## config.mk

```make
export PLATFORM = sky130hd
export DESIGN_NAME = tlb_ctrl
export DESIGN_NICKNAME = d
export VERILOG_FILES = /design/src/rtl/tlb_pkg.sv /design/src/rtl/tlb_random.sv /design/src/rtl/tlb_array.sv /design/src/rtl/tlb_ctrl.sv
export SDC_FILE = /design/constraint.sdc
export NUM_CORES = 2
export LEC_CHECK = 0
export BUFFER_PORTS_ARGS = -buffer_cell sky130_fd_sc_hd__buf_2
export CORE_MARGIN = 10
export CORE_UTILIZATION = 60
export CTS_BUF_LIST = sky130_fd_sc_hd__clkbuf_8
export DETAILED_ROUTE_END_ITERATION = 10
export PLACE_DENSITY = 0.88
export SLEW_MARGIN = 20
export SYNTH_ARGS = -nofsm -noshare
export SYNTH_HDL_FRONTEND = slang
export SYNTH_HIERARCHICAL = 1
export SYNTH_SLANG_ARGS = --single-unit
```

## constraint.sdc

```tcl
create_clock -name clk_i -period 4 [get_ports clk_i]
set_clock_uncertainty 0.2 [all_clocks]
set_input_delay 0.8 -clock clk_i [delete_from_list [all_inputs] [get_ports clk_i]]
set_output_delay 0.8 -clock clk_i [all_outputs]
set_load 0.02 [all_outputs]
```

## src/rtl/tlb_pkg.sv

```systemverilog
package tlb_pkg;
  localparam int REG_W   = 32;
  localparam int ASID_W  = 8;
  localparam int VPN_LSB = 13;
  localparam int PFN_LSB = 6;
  localparam int VPN_W   = REG_W - VPN_LSB;
  localparam int PFN_W   = REG_W - PFN_LSB;

  typedef enum logic [1:0] {
    CMD_WR_IDX = 2'd0,
    CMD_WR_RND = 2'd1,
    CMD_READ   = 2'd2,
    CMD_PROBE  = 2'd3
  } tlb_cmd_e;

  typedef enum logic [2:0] {
    SEL_TAG     = 3'd0,
    SEL_LO_EVEN = 3'd1,
    SEL_LO_ODD  = 3'd2,
    SEL_PMASK   = 3'd3,
    SEL_INDEX   = 3'd4,
    SEL_WIRED   = 3'd5
  } tlb_sel_e;

  typedef struct packed {
    logic [PFN_W-1:0] pfn;
    logic [2:0]       cattr;
    logic             dirty;
    logic             valid;
  } tlb_half_t;

  typedef struct packed {
    logic [VPN_W-1:0]  vpn;
    logic [ASID_W-1:0] asid;
    logic              glob;
    logic [REG_W-1:0]  pmask;
    tlb_half_t         even;
    tlb_half_t         odd;
  } tlb_entry_t;

  function automatic tlb_half_t lo_to_half(logic [REG_W-1:0] lo);
    tlb_half_t h;
    h.pfn   = lo[REG_W-1:PFN_LSB];
    h.cattr = lo[5:3];
    h.dirty = lo[2];
    h.valid = lo[1];
    return h;
  endfunction

  function automatic logic [REG_W-1:0] half_to_lo(tlb_half_t h, logic g);
    return {h.pfn, h.cattr, h.dirty, h.valid, g};
  endfunction

  function automatic tlb_entry_t regs_to_entry(logic [REG_W-1:0] tag, logic [REG_W-1:0] lo0,
                                               logic [REG_W-1:0] lo1, logic [REG_W-1:0] pm);
    tlb_entry_t e;
    e.vpn   = tag[REG_W-1:VPN_LSB];
    e.asid  = tag[ASID_W-1:0];
    e.glob  = lo0[0] & lo1[0];
    e.pmask = pm;
    e.even  = lo_to_half(lo0);
    e.odd   = lo_to_half(lo1);
    return e;
  endfunction

  function automatic logic [REG_W-1:0] entry_to_tag(tlb_entry_t e);
    return {e.vpn, {(VPN_LSB-ASID_W){1'b0}}, e.asid};
  endfunction
endpackage

```

## src/rtl/tlb_random.sv

```systemverilog
module tlb_random #(
  parameter int NUM_ENTRIES = 16
) (
  input  logic                           clk_i,
  input  logic                           rst_ni,
  input  logic                           wired_wr_i,
  input  logic [$clog2(NUM_ENTRIES)-1:0] wired_wdata_i,
  output logic [$clog2(NUM_ENTRIES)-1:0] wired_o,
  output logic [$clog2(NUM_ENTRIES)-1:0] rnd_o
);
  localparam int IDX_W = $clog2(NUM_ENTRIES);
  localparam logic [IDX_W-1:0] TOP = IDX_W'(NUM_ENTRIES - 1);

  logic [IDX_W-1:0] rnd_q, wired_q;

  always_ff @(posedge clk_i or negedge rst_ni) begin
    if (!rst_ni) begin
      rnd_q   <= TOP;
      wired_q <= '0;
    end else if (wired_wr_i) begin
      wired_q <= wired_wdata_i;
      rnd_q   <= TOP;
    end else if (rnd_q <= wired_q) begin
      rnd_q <= TOP;
    end else begin
      rnd_q <= rnd_q - 1'b1;
    end
  end

  assign rnd_o   = rnd_q;
  assign wired_o = wired_q;


  rnd_step_chk: assert property (@(posedge clk_i) disable iff (!rst_ni)
    (!wired_wr_i && rnd_q > wired_q) |=> rnd_q == $past(rnd_q) - 1'b1);

  rnd_floor_chk: assert property (@(posedge clk_i) disable iff (!rst_ni)
    (rnd_q >= wired_q) || (rnd_q == TOP));

  wired_reload_chk: assert property (@(posedge clk_i) disable iff (!rst_ni)
    wired_wr_i |=> rnd_q == TOP);
endmodule

```

## src/rtl/tlb_array.sv

```systemverilog
module tlb_array
  import tlb_pkg::*;
#(
  parameter int NUM_ENTRIES = 16
) (
  input  logic                           clk_i,
  input  logic                           rst_ni,
  input  logic                           wr_en_i,
  input  logic [$clog2(NUM_ENTRIES)-1:0] wr_slot_i,
  input  tlb_entry_t                     wr_entry_i,
  input  logic [$clog2(NUM_ENTRIES)-1:0] rd_slot_i,
  output tlb_entry_t                     rd_entry_o,
  input  logic [VPN_W-1:0]               cmp_vpn_i,
  input  logic [ASID_W-1:0]              cmp_asid_i,
  output logic                           hit_o,
  output logic [$clog2(NUM_ENTRIES)-1:0] hit_slot_o
);
  localparam int IDX_W = $clog2(NUM_ENTRIES);

  tlb_entry_t             mem_q [NUM_ENTRIES];
  logic [NUM_ENTRIES-1:0] match;

  always_ff @(posedge clk_i or negedge rst_ni) begin
    if (!rst_ni) begin
      for (int i = 0; i < NUM_ENTRIES; i++) mem_q[i] <= '0;
    end else if (wr_en_i) begin
      mem_q[wr_slot_i] <= wr_entry_i;
    end
  end

  assign rd_entry_o = mem_q[rd_slot_i];

  for (genvar g = 0; g < NUM_ENTRIES; g++) begin : g_cmp
    assign match[g] = (mem_q[g].vpn == cmp_vpn_i) &&
                      (mem_q[g].glob || (mem_q[g].asid == cmp_asid_i));
  end

  // lowest slot wins
  always_comb begin
    hit_slot_o = '0;
    for (int i = NUM_ENTRIES - 1; i >= 0; i--)
      if (match[i]) hit_slot_o = IDX_W'(i);
  end

  assign hit_o = |match;


  hit_slot_chk: assert property (@(posedge clk_i) disable iff (!rst_ni)
    hit_o |-> match[hit_slot_o]);
endmodule

```

## src/rtl/tlb_ctrl.sv

```systemverilog
module tlb_ctrl
  import tlb_pkg::*;
#(
  parameter int NUM_ENTRIES = 16
) (
  input  logic                           clk_i,
  input  logic                           rst_ni,
  input  logic                           reg_wr_i,
  input  logic [2:0]                     reg_sel_i,
  input  logic [31:0]                    reg_wdata_i,
  input  logic                           cmd_valid_i,
  input  logic [1:0]                     cmd_op_i,
  output logic [31:0]                    tag_o,
  output logic [31:0]                    lo_even_o,
  output logic [31:0]                    lo_odd_o,
  output logic [31:0]                    pmask_o,
  output logic [31:0]                    index_o,
  output logic [$clog2(NUM_ENTRIES)-1:0] random_o,
  output logic [$clog2(NUM_ENTRIES)-1:0] wired_o
);
  localparam int IDX_W = $clog2(NUM_ENTRIES);

  logic [REG_W-1:0] tag_q, lo_even_q, lo_odd_q, pmask_q;
  logic [IDX_W-1:0] idx_q;
  logic             miss_q;

  tlb_cmd_e   op;
  tlb_sel_e   sel;
  logic       reg_wr, wr_en, probe, hit;
  logic [IDX_W-1:0] wr_slot, hit_slot, rnd;
  tlb_entry_t rd_entry, wr_entry;

  assign op     = tlb_cmd_e'(cmd_op_i);
  assign sel    = tlb_sel_e'(reg_sel_i);
  assign reg_wr = reg_wr_i && !cmd_valid_i;
  assign wr_en  = cmd_valid_i && (op == CMD_WR_IDX || op == CMD_WR_RND);
  assign probe  = cmd_valid_i && (op == CMD_PROBE);
  assign wr_slot  = (op == CMD_WR_RND) ? rnd : idx_q;
  assign wr_entry = regs_to_entry(tag_q, lo_even_q, lo_odd_q, pmask_q);

  tlb_random #(.NUM_ENTRIES(NUM_ENTRIES)) u_random (
    .clk_i        (clk_i),
    .rst_ni       (rst_ni),
    .wired_wr_i   (reg_wr && sel == SEL_WIRED),
    .wired_wdata_i(reg_wdata_i[IDX_W-1:0]),
    .wired_o      (wired_o),
    .rnd_o        (rnd)
  );

  tlb_array #(.NUM_ENTRIES(NUM_ENTRIES)) u_array (
    .clk_i     (clk_i),
    .rst_ni    (rst_ni),
    .wr_en_i   (wr_en),
    .wr_slot_i (wr_slot),
    .wr_entry_i(wr_entry),
    .rd_slot_i (idx_q),
    .rd_entry_o(rd_entry),
    .cmp_vpn_i (tag_q[REG_W-1:VPN_LSB]),
    .cmp_asid_i(tag_q[ASID_W-1:0]),
    .hit_o     (hit),
    .hit_slot_o(hit_slot)
  );

  always_ff @(posedge clk_i or negedge rst_ni) begin
    if (!rst_ni) begin
      tag_q     <= '0;
      lo_even_q <= '0;
      lo_odd_q  <= '0;
      pmask_q   <= '0;
      idx_q     <= '0;
      miss_q    <= 1'b0;
    end else if (cmd_valid_i) begin
      if (op == CMD_READ) begin
        tag_q     <= entry_to_tag(rd_entry);
        pmask_q   <= rd_entry.pmask;
        lo_even_q <= half_to_lo(rd_entry.even, rd_entry.glob);
        lo_odd_q  <= half_to_lo(rd_entry.odd, rd_entry.glob);
      end else if (op == CMD_PROBE) begin
        if (hit) begin
          idx_q  <= hit_slot;
          miss_q <= 1'b0;
        end else begin
          miss_q <= 1'b1;
        end
      end
    end else if (reg_wr) begin
      unique case (sel)
        SEL_TAG:     tag_q     <= reg_wdata_i;
        SEL_LO_EVEN: lo_even_q <= reg_wdata_i;
        SEL_LO_ODD:  lo_odd_q  <= reg_wdata_i;
        SEL_PMASK:   pmask_q   <= reg_wdata_i;
        SEL_INDEX: begin
          idx_q  <= reg_wdata_i[IDX_W-1:0];
          miss_q <= reg_wdata_i[REG_W-1];
        end
        default: ;
      endcase
    end
  end

  assign tag_o     = tag_q;
  assign lo_even_o = lo_even_q;
  assign lo_odd_o  = lo_odd_q;
  assign pmask_o   = pmask_q;
  assign index_o   = {miss_q, {(REG_W-1-IDX_W){1'b0}}, idx_q};
  assign random_o  = rnd;


  probe_hit_chk: assert property (@(posedge clk_i) disable iff (!rst_ni)
    (probe && hit) |=> !index_o[REG_W-1] && index_o[IDX_W-1:0] == $past(hit_slot));

  probe_miss_chk: assert property (@(posedge clk_i) disable iff (!rst_ni)
    (probe && !hit) |=> index_o[REG_W-1] && $stable(index_o[IDX_W-1:0]));

  cmd_blocks_reg_chk: assert property (@(posedge clk_i) disable iff (!rst_ni)
    (cmd_valid_i && op != CMD_READ) |=> $stable(pmask_o) && $stable(tag_o) && $stable(lo_even_o));

  rnd_slot_chk: assert property (@(posedge clk_i) disable iff (!rst_ni)
    (cmd_valid_i && op == CMD_WR_RND) |-> wr_en && wr_slot == random_o);
endmodule

```

Word-level counts from Yosys, hierarchy flattened
Cells that the tools add are included.
- shifts and indexed selects: 0
- magnitude comparators: 4
- $add $sub $neg: 1
- equality and inequality tests: 44
- div/mod/pow operators: 0
- bitwise operators: 3
- multiplexer cells: 53
- multiply operators: 0
- reduce and logical (&&, ||, !) cells: 53
- operator list (kind ; number):
    bitwise mux 1952 bit ; 1
    2-to-1 mux 32 bit ; 16
    binary-select mux 122 bit (select 4 bit) ; 1
    demux 122 bit (select 4 bit) ; 1
    2-to-1 mux 122 bit ; 3
    equality test 19 bit ; 16
    equality test 8 bit ; 16
    2-to-1 mux 4 bit ; 25
    logical AND 1 bit ; 20
    logical OR 1 bit ; 17
    OR reduction 16 bit ; 1
    AND reduction 3 bit ; 4
    nonzero test 2 bit ; 6
    greater-or-equal comparator 5 bit, second input constant ; 2
    inverter 4 -> 5 bit ; 2
    equality test 3 x 2 -> 1 bit, second input constant ; 2
    equality test 3 bit, second input constant ; 2
    2-to-1 mux 1 bit ; 6
    != test 2 x 1 -> 1 bit, second input constant ; 3
    < comparator 5 x 1 -> 1 bit, second input constant ; 1
    AND reduction 5 bit ; 1
    equality test 2 bit, second input constant ; 2
    less-or-equal comparator 4 bit ; 1
    AND reduction 4 bit ; 1
    8 further kinds ; 8
- memories kept: 0
- latch bits: 0
- memory bits (read-only): 0
- input bits: 41
- output and inout bits: 168
- register bits after elaboration: 2093
- memory bits (writable): 0

Longest topological paths before layout
- depth in word-level cells: 23
- gate-level depth with buffers: 13

Modules after synthesis
Netlist, hierarchy kept.
- by module, submodules not included (module ; area an instance (sq um) ; cells an instance ; sequential area each (sq um) ; times used):
    tlb_array ; 92010.7 ; 5689 ; 48846.8 ; 1
    tlb_ctrl ; 7674.9 ; 744 ; 3328.2 ; 1
    tlb_random ; 424.2 ; 36 ; 205.2 ; 1

Worst setup path before layout
Ideal clock, no wire load.
- kind: input-to-reg
- from: input port cmd_valid_i
- to: register u_array/mem_q[1501] (netlist bit)
- stages: 11
- arrival: 3.246 ns
- path slack: 0.429 ns
- setup time: 0.125 ns
- path through: buf_4 > buf_2 > buf_2 > buf_2 > nor2b_1 > nor3b_1 > and3_1 > clkbuf_1 > buf_1 > buf_2 > mux2_2
- cells in the longest elaborated chain, start to end: 1
- ends and longest elaborated chain (item ; line ; text):
    from (decl) ; tlb_ctrl.sv:11 ; input logic cmd_valid_i,
    logical AND 1 bit ; tlb_ctrl.sv:36 ; assign wr_en = cmd_valid_i && (op == CMD_WR_IDX || op == CMD_WR_RND);
    named net wr_en ; tlb_ctrl.sv:29 ; logic reg_wr, wr_en, probe, hit;
    to (signal, indexed assignment) ; tlb_array.sv:27 ; mem_q[wr_slot_i] <= wr_entry_i;
    to (decl) ; tlb_array.sv:20 ; tlb_entry_t mem_q [NUM_ENTRIES];
The timed path passes the listed nets, and every way through them passes these cells.
A chain may end at the register's enable or synchronous reset.

Worst setup path after layout
- from: register tag_q[31] (netlist: tag_o[31])
- to: register idx_q[2]
- elaborated cells on any way between the ends: 55
- RTL lines (item ; line ; text):
    from (decl) ; tlb_ctrl.sv:23 ; logic [REG_W-1:0] tag_q, lo_even_q, lo_odd_q, pmask_q;
    from (signal assigned) ; tlb_ctrl.sv:74 ; tag_q <= entry_to_tag(rd_entry);
    from (signal assigned) ; tlb_ctrl.sv:88 ; SEL_TAG: tag_q <= reg_wdata_i;
    equality test 19 bit ; tlb_array.sv:34 ; assign match[g] = (mem_q[g].vpn == cmp_vpn_i) &&
    logical AND 1 bit ; tlb_array.sv:34 ;
    OR reduction 16 bit (*) ; tlb_array.sv:45 ; assign hit_o = |match;
    named net hit ; tlb_ctrl.sv:29 ;
    != test 2 x 1 -> 1 bit (no line) (*) ; - ;
    AND reduction 5 bit (no line) (*) ; - ;
    to (signal assigned) ; tlb_ctrl.sv:80 ; idx_q <= hit_slot;
    to (signal assigned) ; tlb_ctrl.sv:93 ; idx_q <= reg_wdata_i[IDX_W-1:0];
    to (decl) ; tlb_ctrl.sv:24 ; logic [IDX_W-1:0] idx_q;
Mark *: on every way through the listed nets, which the timed path passes. The rest lies on a longest branch. The select of a mux whose other input is x is not followed.

==> metrics.md <==
| Metric | Value |
|---|---|
| Crit-path leading delay family | simple AND/OR/NAND/NOR gates |
| Post-route design area | 110,000 sq um |
| Synth unique cells | 56 |
| Area fraction of the dominant cell type after synthesis | 52.2% |
| Category of the most critical setup path | reg2reg |
| Top achievable clock speed | between 0.2 and 0.3 GHz |
| Longest individual stage delay on the worst path | a little under 800 ps |
| Pins Over Slew Limit | 0 |
| Seq cells post-synth | 2,093 |
| Cells after synthesis | 6,469 |
| Fin. Hold Viols | 0 |
| Residual DRC count | 0 |
| Filler Cells Inserted | 10,449 |
| Average size of a mapped cell | 15.5 sq um |
| Number of buffers on the longest clock path | 4 |
| Synth top area cells | dfrtp_1 (52%), mux2_2 (22%), mux4_2 (14%), xor2_1 (3.4%), buf_4 (1.3%) |
| Clock transition at the registers of the reported paths | around 60 ps |
| Count of yosys warnings during synthesis | 6 |
| Worst skew pair latency | 1070 ps |
| Setup repair bufs after CTS | 0 |
| Via count | 59,639 |
| Outcome | finished clean |
| Critical hold path startpoint | cmd_valid_i |
| Root Buffer Master | clkbuf_8 |
| Final Cycle Share | 98.4% |
| Pin count of the biggest net entering global routing | 168 |
| Cell area after technology mapping | ~100,000 sq um |
| Crit-path cells | buf_12, xor2_1, nor4_1, nand4_1, nor3_1, buf_4, nor2_1, nand2_1, nor4_1, nand4_1, nand4_1, o21a_1, o32a_1 |
| # nets final | about 6,600 |
| TritonCTS clock tree | yes |
| Vias per cell | 6.60 |
| H-Tree Level Count | 5 |
| Class of the tightest hold or removal check | in2reg |
| Power Density | around 760 nW/um^2 |
| Power Total | 84,100 uW |
| Buffering stage count on the worst path with inverters included | 2 |
| Final setup viols | 0 |
| I/O Buffers | 181 |
| Remaining number of nets flagged by the antenna check after routing | 0 |
| Accumulated negative setup slack | 0 ps |
| Kind of end point of the critical path | flop |
| WP data required | roughly 4700 ps |
| Antenna violations before repair | 15 |
| Number of clock sinks | 2,093 |
| Total global-route track usage | 28.9% |
| P&R area growth vs syn | 10.3% |
| Total of hold buffers inserted after clock tree synthesis | 5 |
| Number of clock buffers inserted by TritonCTS | 349 |
| PostCTS Resize Cnt | 0 |
| Arrival time worst endpoint | 4650 ps |
| Row count | 149 |
| Worst setup path start | tag_o[31] |
| Most frequent cells in the layout | dfrtp_1 (2,085), mux2_2 (1,962), mux4_2 (610) |
| Number of global-route vias before repair | around 64,000 |
| Seq/Total Area, Yosys | 52.3% |
| Maximum Capacitance Violations | 0 |
| Top cell type by total area after synthesis | dfrtp_1 |
| Asr flop ratio synth | 100% |
| Floorplan Core Area | 165,000 sq um |
| Minimum period implied by the final worst setup slack | 3930 ps |
| Starting Density | about three fifths |
| First-iteration detailed-routing DRC count | 5,671 |
| CP Launch Type | flop |
| Post-DP HPWL | 161,000 microns |
| First-pass GRT wire length | just over 400,000 microns |
| Vertical extent of the die | 428 microns |
| Detailed Route WL | 269,000 microns |
| Rel. slew slack | 17.9% |
| Static leakage | 0.0516 uW |
| IO Pins | ~210 |
| Slew at the pin with the worst max-slew slack | 1230 ps |
| Startpoint of the worst-slack reg-to-reg timing path | tag_o[31] |
| Die Footprint | 184,000 sq um |
| Max stage delay cell, worst path | dfrtp_1 |
| Post-synth EDFFs | 0 |
| Horizontal die dimension | 428 microns |
| Placed Instance Area | 104,000 sq um |
| CP dominant cell by count | nand4_1 |
| RSZ-0062 raised after global routing | false |
| Peak supply drop | just over 0.0005 V |
| Top_reg_cell synth | dfrtp_1 |
| Proportion of layout cells with a drive suffix above 1 | between 50% and 60% |
| Gp weighted congestion | between 0.9 and 1 |
| Pre-Repair DR Iteration Count | 6 |
| Mean routed wirelength per cell | roughly 30 microns |
| Commonest non-fill, non-tap cell in the layout | dfrtp_1 |
| Grt ovf | 0 |
| Worst Path Max Fanout | 17 |
stage by stage:
stage	hold WS [ps]	worst slack, ps	util [%]	instances
after floorplan	274	429	-	6495
after global placement	269	419	62.6	8425
after detailed placement	274	263	62.6	8425
after CTS	7.38	243	66.7	9015
after global routing	35.6	8.76	66.8	9028
final	53.0	65.2	66.8	9034
worst min-delay path, cell delays in order:
cell      delay (ps)
clkbuf_8         180
o41ai_4          130
mux2i_1          120
flip-flops by register name, summed over array words and instances, names as in the netlist:
name	flops
u_random/rnd_o	4
idx_q	4
lo_even_o	32
tag_o	32
lo_odd_o	32
pmask_o	32
miss_q	1
u_random/wired_o	4
u_array/mem_q	1952
logic make-up after synthesis:
logic type / Yosys count / synth area share (%)
compound gates: 204 / 1.49
xor+xnor: 434 / 3.80
fa+ha+maj: 5 / 0.0625
buf+inv: 819 / 4.15
flops: 2093 / 52.3
mux: 2664 / 36.7
other cells: 1 / 0.00375
simple gates: 249 / 1.47
cell type report:
class	count	area, sq um	area share, %
clock inverters	157	846	0.766
well taps	2189	2740	2.48
clock buffers	428	5890	5.34
multi-input cells	3583	43800	39.7
repair buffers	462	4280	3.88
flip-flops and latches	2093	52400	47.5
diodes	19	47.5	0.0431
inverters	103	387	0.350
synth_stat cells (all sizes together) (32+ instances only):
master     n
inv      103
mux2i     91
a221o     32
mux4     610
buf      421
nor4      97
clkbuf   295
a21oi    111
xnor2     50
dfrtp   2089
mux2    1963
nor2b     38
xor2     384
power by group:
| part | switching [uW] | internal (uW) | total, uW | leakage (uW) |
|---|---|---|---|---|
| sequential | 7670 | 29800 | 37400 | 0.0274 |
| clock | 8570 | 9990 | 18600 | 0.00388 |
| combinational | 12500 | 15600 | 28100 | 0.0203 |
per-layer routing:
metal / global-route usage, % / part of all wire [%] / vias up
met5: 0 / 0.052 / -
met4: 17.6 / 6.6 / 20
met3: 6.84 / 8.3 / 834
met2: 45.6 / 48 / 2807
met1: 36.6 / 37 / 32026
li1: - / - / 23952
path summary, 6_finish.rpt:
| path | endpoint | slack [ps] | depth (start not counted) |
|---|---|---|---|
| worst max-delay path | idx_q[2] | 70 | 13 |
| worst min-delay path | lo_odd_o[0] | 50 | 3 |
| worst max register to register | idx_q[2] | 70 | 13 |
| worst min register to register | tag_o[11] | 300 | 1 |
| max in group asynchronous | u_array/mem_q[1477] | 2060 | 3 |
| min in group asynchronous | u_array/mem_q[1803] | 150 | 2 |
Note: power is estimated with default switching activity, not from simulation.
